<file path="src/rtl/sra_pkg.sv">
package sra_pkg;
  parameter int unsigned DATA_W = 20;
  parameter int unsigned WORD_W = 16;
  parameter int unsigned CNT_W  = 2;
  localparam int unsigned MAX_SHIFT = 1 << CNT_W;

  typedef enum logic {
    WIDTH_FULL = 1'b0,
    WIDTH_WORD = 1'b1
  } width_e;

  typedef struct packed {
    logic n;
    logic z;
    logic c;
    logic v;
  } flags_t;

  // Bring the active width to a full-width signed value.
  function automatic logic [DATA_W-1:0] widen(input logic [DATA_W-1:0] op,
                                              input width_e w);
    logic [DATA_W-1:0] r;
    if (w == WIDTH_WORD)
      r = {{(DATA_W-WORD_W){op[WORD_W-1]}}, op[WORD_W-1:0]};
    else
      r = op;
    return r;
  endfunction

  // Clear the bits above the active width.
  function automatic logic [DATA_W-1:0] trim(input logic [DATA_W-1:0] v,
                                             input width_e w);
    logic [DATA_W-1:0] r;
    if (w == WIDTH_WORD)
      r = {{(DATA_W-WORD_W){1'b0}}, v[WORD_W-1:0]};
    else
      r = v;
    return r;
  endfunction

  function automatic logic sign_of(input logic [DATA_W-1:0] v, input width_e w);
    return (w == WIDTH_WORD) ? v[WORD_W-1] : v[DATA_W-1];
  endfunction

  function automatic logic is_zero(input logic [DATA_W-1:0] v, input width_e w);
    return (w == WIDTH_WORD) ? (v[WORD_W-1:0] == '0) : (v == '0);
  endfunction
endpackage

</file>
<file path="src/rtl/sra_shift_core.sv">
module sra_shift_core
  import sra_pkg::*;
(
  input  logic [DATA_W-1:0] operand,
  input  logic [CNT_W-1:0]  shift_code,
  input  width_e            width,
  output logic [DATA_W-1:0] shifted,
  output logic              carry_out
);
  logic signed [DATA_W-1:0] ext_op;
  logic        [DATA_W-1:0] cand [MAX_SHIFT];
  logic                     cout [MAX_SHIFT];

  assign ext_op = $signed(widen(operand, width));

  // One candidate per legal count; the count code picks one.
  for (genvar g = 0; g < MAX_SHIFT; g++) begin : g_cand
    assign cand[g] = ext_op >>> (g + 1);
    assign cout[g] = ext_op[g];
  end

  assign shifted   = trim(cand[shift_code], width);
  assign carry_out = cout[shift_code];
endmodule

</file>
<file path="src/rtl/sra_flag_gen.sv">
module sra_flag_gen
  import sra_pkg::*;
(
  input  logic [DATA_W-1:0] shifted,
  input  logic              carry_in,
  input  width_e            width,
  output flags_t            flags
);
  always_comb begin
    flags.n = sign_of(shifted, width);
    flags.z = is_zero(shifted, width);
    flags.c = carry_in;
    flags.v = 1'b0;
  end
endmodule

</file>
<file path="src/rtl/sra_out_reg.sv">
module sra_out_reg
  import sra_pkg::*;
(
  input  logic              clk,
  input  logic              rst_n,
  input  logic              load,
  input  logic [DATA_W-1:0] d_result,
  input  flags_t            d_flags,
  input  width_e            d_width,
  output logic [DATA_W-1:0] q_result,
  output flags_t            q_flags,
  output width_e            q_width,
  output logic              q_valid
);
  always_ff @(posedge clk or negedge rst_n) begin
    if (!rst_n) begin
      q_result <= '0;
      q_flags  <= '0;
      q_width  <= WIDTH_FULL;
      q_valid  <= 1'b0;
    end else begin
      q_valid <= load;
      if (load) begin
        q_result <= d_result;
        q_flags  <= d_flags;
        q_width  <= d_width;
      end
    end
  end


  hold_when_idle_chk: assert property (@(posedge clk) disable iff (!rst_n)
    !load |=> $stable(q_result) && $stable(q_flags));
endmodule

</file>
<file path="src/rtl/sra_flag_unit.sv">
module sra_flag_unit
  import sra_pkg::*;
(
  input  logic              clk,
  input  logic              rst_n,
  input  logic              in_valid,
  input  logic [19:0]       operand,
  input  logic [1:0]        shift_code,
  input  logic              word_sel,
  output logic              out_valid,
  output logic [19:0]       result,
  output logic              flag_n,
  output logic              flag_z,
  output logic              flag_c,
  output logic              flag_v
);
  width_e            width_in;
  logic [DATA_W-1:0] shifted;
  logic              shift_carry;
  flags_t            flags_next;
  flags_t            flags_q;
  width_e            width_q;

  assign width_in = word_sel ? WIDTH_WORD : WIDTH_FULL;

  sra_shift_core u_core (
    .operand    (operand),
    .shift_code (shift_code),
    .width      (width_in),
    .shifted    (shifted),
    .carry_out  (shift_carry)
  );

  sra_flag_gen u_flags (
    .shifted  (shifted),
    .carry_in (shift_carry),
    .width    (width_in),
    .flags    (flags_next)
  );

  sra_out_reg u_oreg (
    .clk      (clk),
    .rst_n    (rst_n),
    .load     (in_valid),
    .d_result (shifted),
    .d_flags  (flags_next),
    .d_width  (width_in),
    .q_result (result),
    .q_flags  (flags_q),
    .q_width  (width_q),
    .q_valid  (out_valid)
  );

  assign flag_n = flags_q.n;
  assign flag_z = flags_q.z;
  assign flag_c = flags_q.c;
  assign flag_v = flags_q.v;


  valid_pulse_chk: assert property (@(posedge clk) disable iff (!rst_n)
    out_valid == $past(in_valid));

  word_upper_clear_chk: assert property (@(posedge clk) disable iff (!rst_n)
    (out_valid && width_q == WIDTH_WORD) |-> result[19:16] == 4'h0);

  neg_matches_sign_chk: assert property (@(posedge clk) disable iff (!rst_n)
    out_valid |-> flag_n == ((width_q == WIDTH_WORD) ? result[15] : result[19]));

  zero_matches_result_chk: assert property (@(posedge clk) disable iff (!rst_n)
    out_valid |-> flag_z == ((width_q == WIDTH_WORD) ? (result[15:0] == 16'h0)
                                                     : (result == 20'h0)));

  no_overflow_chk: assert property (@(posedge clk) disable iff (!rst_n)
    !flag_v);
endmodule

</file>
<file path="config.mk">
export PLATFORM = sky130hd
export DESIGN_NAME = sra_flag_unit
export DESIGN_NICKNAME = d
export VERILOG_FILES = /design/src/rtl/sra_pkg.sv /design/src/rtl/sra_shift_core.sv /design/src/rtl/sra_flag_gen.sv /design/src/rtl/sra_out_reg.sv /design/src/rtl/sra_flag_unit.sv
export SDC_FILE = /design/constraint.sdc
export NUM_CORES = 1
export LEC_CHECK = 0
export BUFFER_PORTS_ARGS = -buffer_cell sky130_fd_sc_hd__clkbuf_2
export CAP_MARGIN = 20
export CORE_UTILIZATION = 51
export DETAILED_ROUTE_END_ITERATION = 8
export PLACE_DENSITY = 0.81
export SLEW_MARGIN = 20
export SYNTH_ARGS = -nofsm -noshare
export SYNTH_HDL_FRONTEND = slang
export SYNTH_HIERARCHICAL = 1
export SYNTH_SLANG_ARGS = --single-unit
</file>
<file path="constraint.sdc">
create_clock -name clk -period 0.9 [get_ports clk]
set_input_delay 0.045 -clock clk [delete_from_list [all_inputs] [get_ports clk]]
set_output_delay 0.045 -clock clk [all_outputs]
set_load 0.005 [all_outputs]
</file>
[Word-level counts from Yosys, hierarchy flattened]
Index checks and enable logic that the tools add are counted.
Storage, ports and cells
  register bits: 24
  bits in latches: 0
  RAM bits: 0
  memory bits (read-only): 0
  output and inout bits: 25
  memories kept: 0
Operators by class
  add/subtract/negate cells: 0
  multiply operators: 0
  div/mod/pow operators: 0
  magnitude comparators: 1
  eq/ne operators: 0
  shifts and indexed selects: 0
  muxes and demuxes: 11
  bitwise gates (word level): 1
  reduce and logical (&&, ||, !) cells: 2
Operators by type and width (count)
  20-bit 2-to-1 mux: 4
  20-bit binary-select mux with 2-bit select: 1
  20-bit zero test: 1
  16-bit zero test: 1
  1-bit 2-to-1 mux: 5
  3-bit >= comparator, second input constant: 1
  2-bit inverter with 3-bit output: 1
  1-bit binary-select mux with 2-bit select: 1

[Depth between registers and ports, before layout]
Gate-level depths: netlist of the first run.
  word-level depth: 8
  gate-level depth with buffers: 8

[Cells and area by module]
Netlist of the first run, hierarchy kept.
Modules (own cells, without submodules)
  sra_out_reg: instances 1, cells an instance 54, area an instance 1058.5 µm², seq. area each 650.6 µm²
  sra_shift_core: instances 1, cells an instance 42, area an instance 514.2 µm², seq. area each 0.0 µm²
  sra_flag_gen: instances 1, cells an instance 12, area an instance 100.1 µm², seq. area each 0.0 µm²

[Least setup slack after synthesis of the first run]
No wires, ideal clock.
  path type: input to register
  start: input port shift_code[0]
  end: register u_oreg/q_flags[2] (netlist name)
  library setup time: 64 ps
  data arrival time: 1312 ps
  required time: 836 ps
  setup slack: -477 ps
  cell stages on the path: 6
  path through: buf_6 -> mux4_2 -> nor4_2 -> nand4_1 -> nor2_1 -> mux2_2
RTL lines
  from (decl): line sra_flag_unit.sv:8  | input logic [1:0] shift_code,
  to (signal assigned): line sra_out_reg.sv:25  | q_flags <= d_flags;
  to (decl): line sra_out_reg.sv:11  | output flags_t q_flags,

==> results.toml, run 1 <==
[status]
outcome = "finished with violations"
failed_checks = "negative setup slack"

[grt]
overflow = 0
grt_pass1_vias = 1410
track_usage_pct = 27.5
grt_max_degree = 26
grt_pass1_wl_um = 6960
antenna_found_initial = 0

[cts]
cts_buffers = 3
cts_num_sinks = 25
insertion_delay_ps = 320
cts_max_level = 1
clockBufferDepth = 2
cts_tree = "yes"
cts_root_buf = "clkbuf_4"
clk_pin_slew_worst_paths_ps = 150

[worst_setup_path]
worst_ep_arrival_time_ps = 1590
end_kind = "flip-flop"
cp_slowest_stage_delay_ps = 520
start_kind = "input port"
crit_required_ps = 1180
crit_type = "input port to flip-flop"
cp_cell_sequence = "clkbuf_16 > buf_12 > mux4_2 > nor4_2 > nand4_1 > nor2_1 > mux2_2"
cp_max_fo = 8
critPathSlowestCell = "mux4_2"

[routing]
vias_per_cell = 5.45
avgRoutedWirePerCell_um = 18.4
dr.pass1.iters = 4
drc = 0
via_count = 1340
antenna_left = 0
drt-initial-drc-count = 30
routed_wl_um = 4530

[pwr]
power.total_uw = 3150
ir_drop_uv = 726
leakagePower_uw = 0.00120
power.density_nw_per_um2 = 1270

[timing]
setup_viol = 24
maxSlewViolCount = 0
clock_skew_ps = 0
whs_ps = 44.3
fin_crit_ps = 1310
layout_setup_ws_ps = -410
max_freq_ghz = 0.764
finalCritPeriodShare_pct = 146
slew_headroom_pct = 56.3
tightestPinTransition_ps = 656
finalHoldViolCount = 0
rsz0062_at_grt = "yes"
finalSetupTns_ps = -2700

[die]
die_area_um2 = 3440
die_x_um = 58.6
num_rows = 20
core_area_um2 = 3050
pin_count = 51
die_y_um = 58.6
initial_core_util_pct = 53.6

[hold_path]
hold_class = "input port to flip-flop"

[yosys]
syn_area_um2 = 1640
syn_avg_cell_area_um2 = 15.4
yosys_warnings = 6
synth.net_count = 132
synth_cells = 106

[layout]
final_nets = 229
fill_cells = 189
areaGrowthSynthToFinish_pct = 51.3
drive_gt1_share_pct = 78.2
mostFrequentLayoutCells = "48 x clkbuf_2, 32 x buf_4, 25 x dfrtp_1"
final_common_cell = "clkbuf_2"
antenna_cells = 0
final_cells = 246

[placement]
hpwl_um = 2820
dp_cells = 224
dpl_worst_slack_ps = -785
gp_congestion = 0.826
port_buffers = 50

[run]
cap_violations = 0
## registers in the layout, summed over array words and instances, names as in the netlist
name / count
u_oreg/q_result: 20
u_oreg/q_flags: 4
u_oreg/q_valid: 1
## final timing paths
kind | startpoint | to | slack (ps) | cells past startpoint
setup / recovery | shift_code[0] | u_oreg/q_flags[2]$_DFFE_PN0P_ | -410 | 7
hold / removal | in_valid | u_oreg/q_valid$_DFF_PN0_ | 40 | 2
setup reg to reg | u_oreg/q_result[12]$_DFFE_PN0P_ | u_oreg/q_result[12]$_DFFE_PN0P_ | 0 | 2
hold reg to reg | u_oreg/q_flags[0]$_DFFE_PN0P_ | u_oreg/q_flags[0]$_DFFE_PN0P_ | 530 | 1
max in group asynchronous | rst_n | u_oreg/q_result[0]$_DFFE_PN0P_ | 220 | 2
min in group asynchronous | rst_n | u_oreg/q_result[13]$_DFFE_PN0P_ | 260 | 2
## cell type report
class                      instances  area (µm²)  area share (%)
sequential                        25         626            25.3
clock buffer                       3        22.5           0.910
clock inverter                     1        7.51           0.303
timing repair buffer             102         779            31.5
multi-input combinational         69         978            39.5
tap                               44        55.1            2.22
inverter                           2        7.51           0.303
## what timing repair did
action | in CTS | in global routing
gates resized for setup | 24 | 16
endpoints found under the hold margin | 25 | 0
hold buffers | 1 | 0
setup buffers | 11 | 14
pin swaps | 8 | 3
cloned | 1 | 0
endpoints found under the setup margin | 38 | 42
## metrics by stage
stage / cell area [µm²] / utilization, %
after global routing: 2480 / 81.1
after CTS: 2330 / 76.4
after global placement: 2120 / 69.4
after floorplan: 1650 / -
final: 2480 / 81.1
after detailed placement: 2120 / 69.4
## layer usage
metal	GRT usage [%]	up-vias	share of wire, %
li1	-	597	-
met1	33.9	677	40
met2	47.9	54	53
met3	4.18	12	4.4
met4	12.2	0	2.8
met5	0	-	0
## critical path, delay by kind of cell
family / cells / cell delay [ps]
multiplexers: 2 / 670
AND/OR/NAND/NOR: 3 / 630
buffers and inverters: 2 / 240
## power breakdown
part,internal (µW),total (µW),switching (µW)
Clock,170,529,359
Combinational,779,1270,491
Sequential,1270,1350,81.8
Power figures use the tool's default switching activity.
==> run 2: changes to the inputs <==
--- a/config.mk
+++ b/config.mk
@@ -7,9 +7,11 @@
 export LEC_CHECK = 0
 export BUFFER_PORTS_ARGS = -buffer_cell sky130_fd_sc_hd__clkbuf_2
 export CAP_MARGIN = 20
-export CORE_UTILIZATION = 51
+export CELL_PAD_IN_SITES_DETAIL_PLACEMENT = 1
+export CELL_PAD_IN_SITES_GLOBAL_PLACEMENT = 2
+export CORE_UTILIZATION = 35
 export DETAILED_ROUTE_END_ITERATION = 8
-export PLACE_DENSITY = 0.81
+export PLACE_DENSITY = 0.82
 export SLEW_MARGIN = 20
 export SYNTH_ARGS = -nofsm -noshare
 export SYNTH_HDL_FRONTEND = slang
==> run 2 against run 1 <==
Net effect: the flow still finishes with violations (negative setup slack); sequential power barely moved; critical path depth is 1 higher; combinational power is essentially flat; critical path type unchanged; largest cell class unchanged.
==> results.toml, run 2 (same netlist as run 1, synthesis figures left out) <==
[die]
die_x_um = 70.4
initial_core_util_pct = 37.1
pin_count = 51
num_rows = 24
die_area_um2 = 4950
die_y_um = 70.4
core_area_um2 = 4410

[timing]
max_freq_ghz = 0.695
setup_viol = 21
maxSlewViolCount = 0
fin_crit_ps = 1440
rsz0062_at_grt = "yes"
layout_setup_ws_ps = -539
clock_skew_ps = 0
whs_ps = 247
finalHoldViolCount = 0
finalCritPeriodShare_pct = 160

[cts]
cts_root_buf = "clkbuf_8"
clockBufferDepth = 2
cts_max_level = 1
cts_num_sinks = 25
cts_buffers = 3
cts_tree = "yes"
clk_pin_slew_worst_paths_ps = 90
insertion_delay_ps = 260

[pwr]
leakagePower_uw = 0.00121
switching_share_pct = 28.4
p_int_uw = 2350
p_switching_uw = 929
seqPwrFrac_pct = 41.4
ir_drop_uv = 495
clkPwrFrac_pct = 20.2
power.density_nw_per_um2 = 1290
power_frac_comb_pct = 38.3

[layout]
seqCellArea_um2 = 626
final_util_pct = 57.5
fill_cells = 451
final_common_cell = "clkbuf_2"
mostFrequentLayoutCells = "49 x clkbuf_2, 25 x dfrtp_1, 24 x mux2_4"
drive_gt1_share_pct = 78.2
final_nets = 224
areaGrowthSynthToFinish_pct = 55.2
largest_reg_flops = 20
multi_input_area_um2 = 997
top_register = "u_oreg/q_result"
largestRegisters = "u_oreg/q_result: 20 flops, u_oreg/q_flags: 4 flops, u_oreg/q_valid: 1 flops"
antenna_cells = 0

[worst_setup_path]
cp_max_fo = 4
start_kind = "input port"
crit_family = "multiplexers"
worst_ep_arrival_time_ps = 1650
path_buf_inv = 3
end_kind = "flip-flop"
critPathSlowestCell = "mux4_2"
cp_slowest_stage_delay_ps = 540
crit_type = "input port to flip-flop"
cp_cell_sequence = "clkbuf_16 > buf_16 > buf_6 > mux4_2 > nor4_2 > nand4_1 > nor2_2 > mux2_4"
ff2ff_setup_slack_ps = 120
crit_required_ps = 1110

[routing]
via_count = 1293
drc = 0
vias_per_cell = 5.19
dr.pass1.iters = 4
antenna_left = 0
avgRoutedWirePerCell_um = 19.8
routed_wl_um = 4920
drt-initial-drc-count = 43

[grt]
grt_max_degree = 26
track_usage_pct = 21.9
antenna_found_initial = 0
overflow = 0
grt_pass1_vias = 1553
grt_pass1_wl_um = 8360

[status]
outcome = "finished with violations"
failed_checks = "negative setup slack"

[placement]
port_buffers = 50
dpl_worst_slack_ps = -878
gp_congestion = 0.793
hpwl_um = 3350

[run]
cap_violations = 0

[hold_path]
hold_class = "input port to asynchronous set/reset pin"
-- run 2: layout make-up --
type,instances,share of cell area (%)
well taps,52,2.56
inverters,2,0.296
flip-flops and latches,25,24.6
multi-input cells,69,39.3
clock buffers,3,1.63
clock inverters,1,0.197
repair buffers,97,31.4
-- run 2: path summary, 6_finish.rpt --
path / startpoint / end / cells past startpoint
max: shift_code[0] / u_oreg/q_flags[2]$_DFFE_PN0P_ / 8
min: rst_n / u_oreg/q_flags[1]$_DFFE_PN0P_ / 3
max reg2reg: u_oreg/q_flags[2]$_DFFE_PN0P_ / u_oreg/q_flags[2]$_DFFE_PN0P_ / 1
min reg2reg: u_oreg/q_result[19]$_DFFE_PN0P_ / u_oreg/q_result[19]$_DFFE_PN0P_ / 1
max in group asynchronous: rst_n / u_oreg/q_result[10]$_DFFE_PN0P_ / 3
min in group clk: operand[0] / u_oreg/q_flags[1]$_DFFE_PN0P_ / 3
-- run 2: repair_timing --
action | 4_1_cts | 5_1_grt
buffers inserted | 15 | 6
gates cloned | 2 | 0
pin swaps | 7 | 4
setup endpoints to repair | 20 | 21
gates resized for setup | 32 | 17
endpoints found under the hold margin | 26 | 0
hold buffers | 2 | 0
-- run 2: worst min-delay path, delay by kind of cell --
family / cells / cell delay (ps)
buffers and inverters: 3 / 820
-- run 2: power by group through the flow --
stage | logic, µW | registers, µW | clock network (µW)
after floorplan | 539 | 1380 | 0
after global placement | 976 | 1370 | 0
after detailed placement | 1020 | 1380 | 0
after CTS | 1200 | 1360 | 689
after global routing | 1340 | 1380 | 741
final | 1260 | 1360 | 663
-- run 2: metal layers --
layer	GRT usage [%]	part of all wire [%]	vias up
met5	0	0	-
met4	8.00	2.5	0
met3	2.02	2.9	10
met2	39.7	55	36
met1	26.9	39	658
li1	-	-	589
-- run 2: metrics by stage --
| step | std cells | total power [µW] | TNS [ps] | cell area (µm²) |
|---|---|---|---|---|
| after floorplan | 106 | 1920 | -3330 | 1650 |
| after global placement | 232 | 2350 | -10590 | 2150 |
| after CTS | 249 | 3250 | -3890 | 2480 |
| after global routing | 249 | 3460 | -4660 | 2540 |
| after detailed placement | 232 | 2400 | -12030 | 2150 |
| final | 249 | 3280 | -4400 | 2540 |
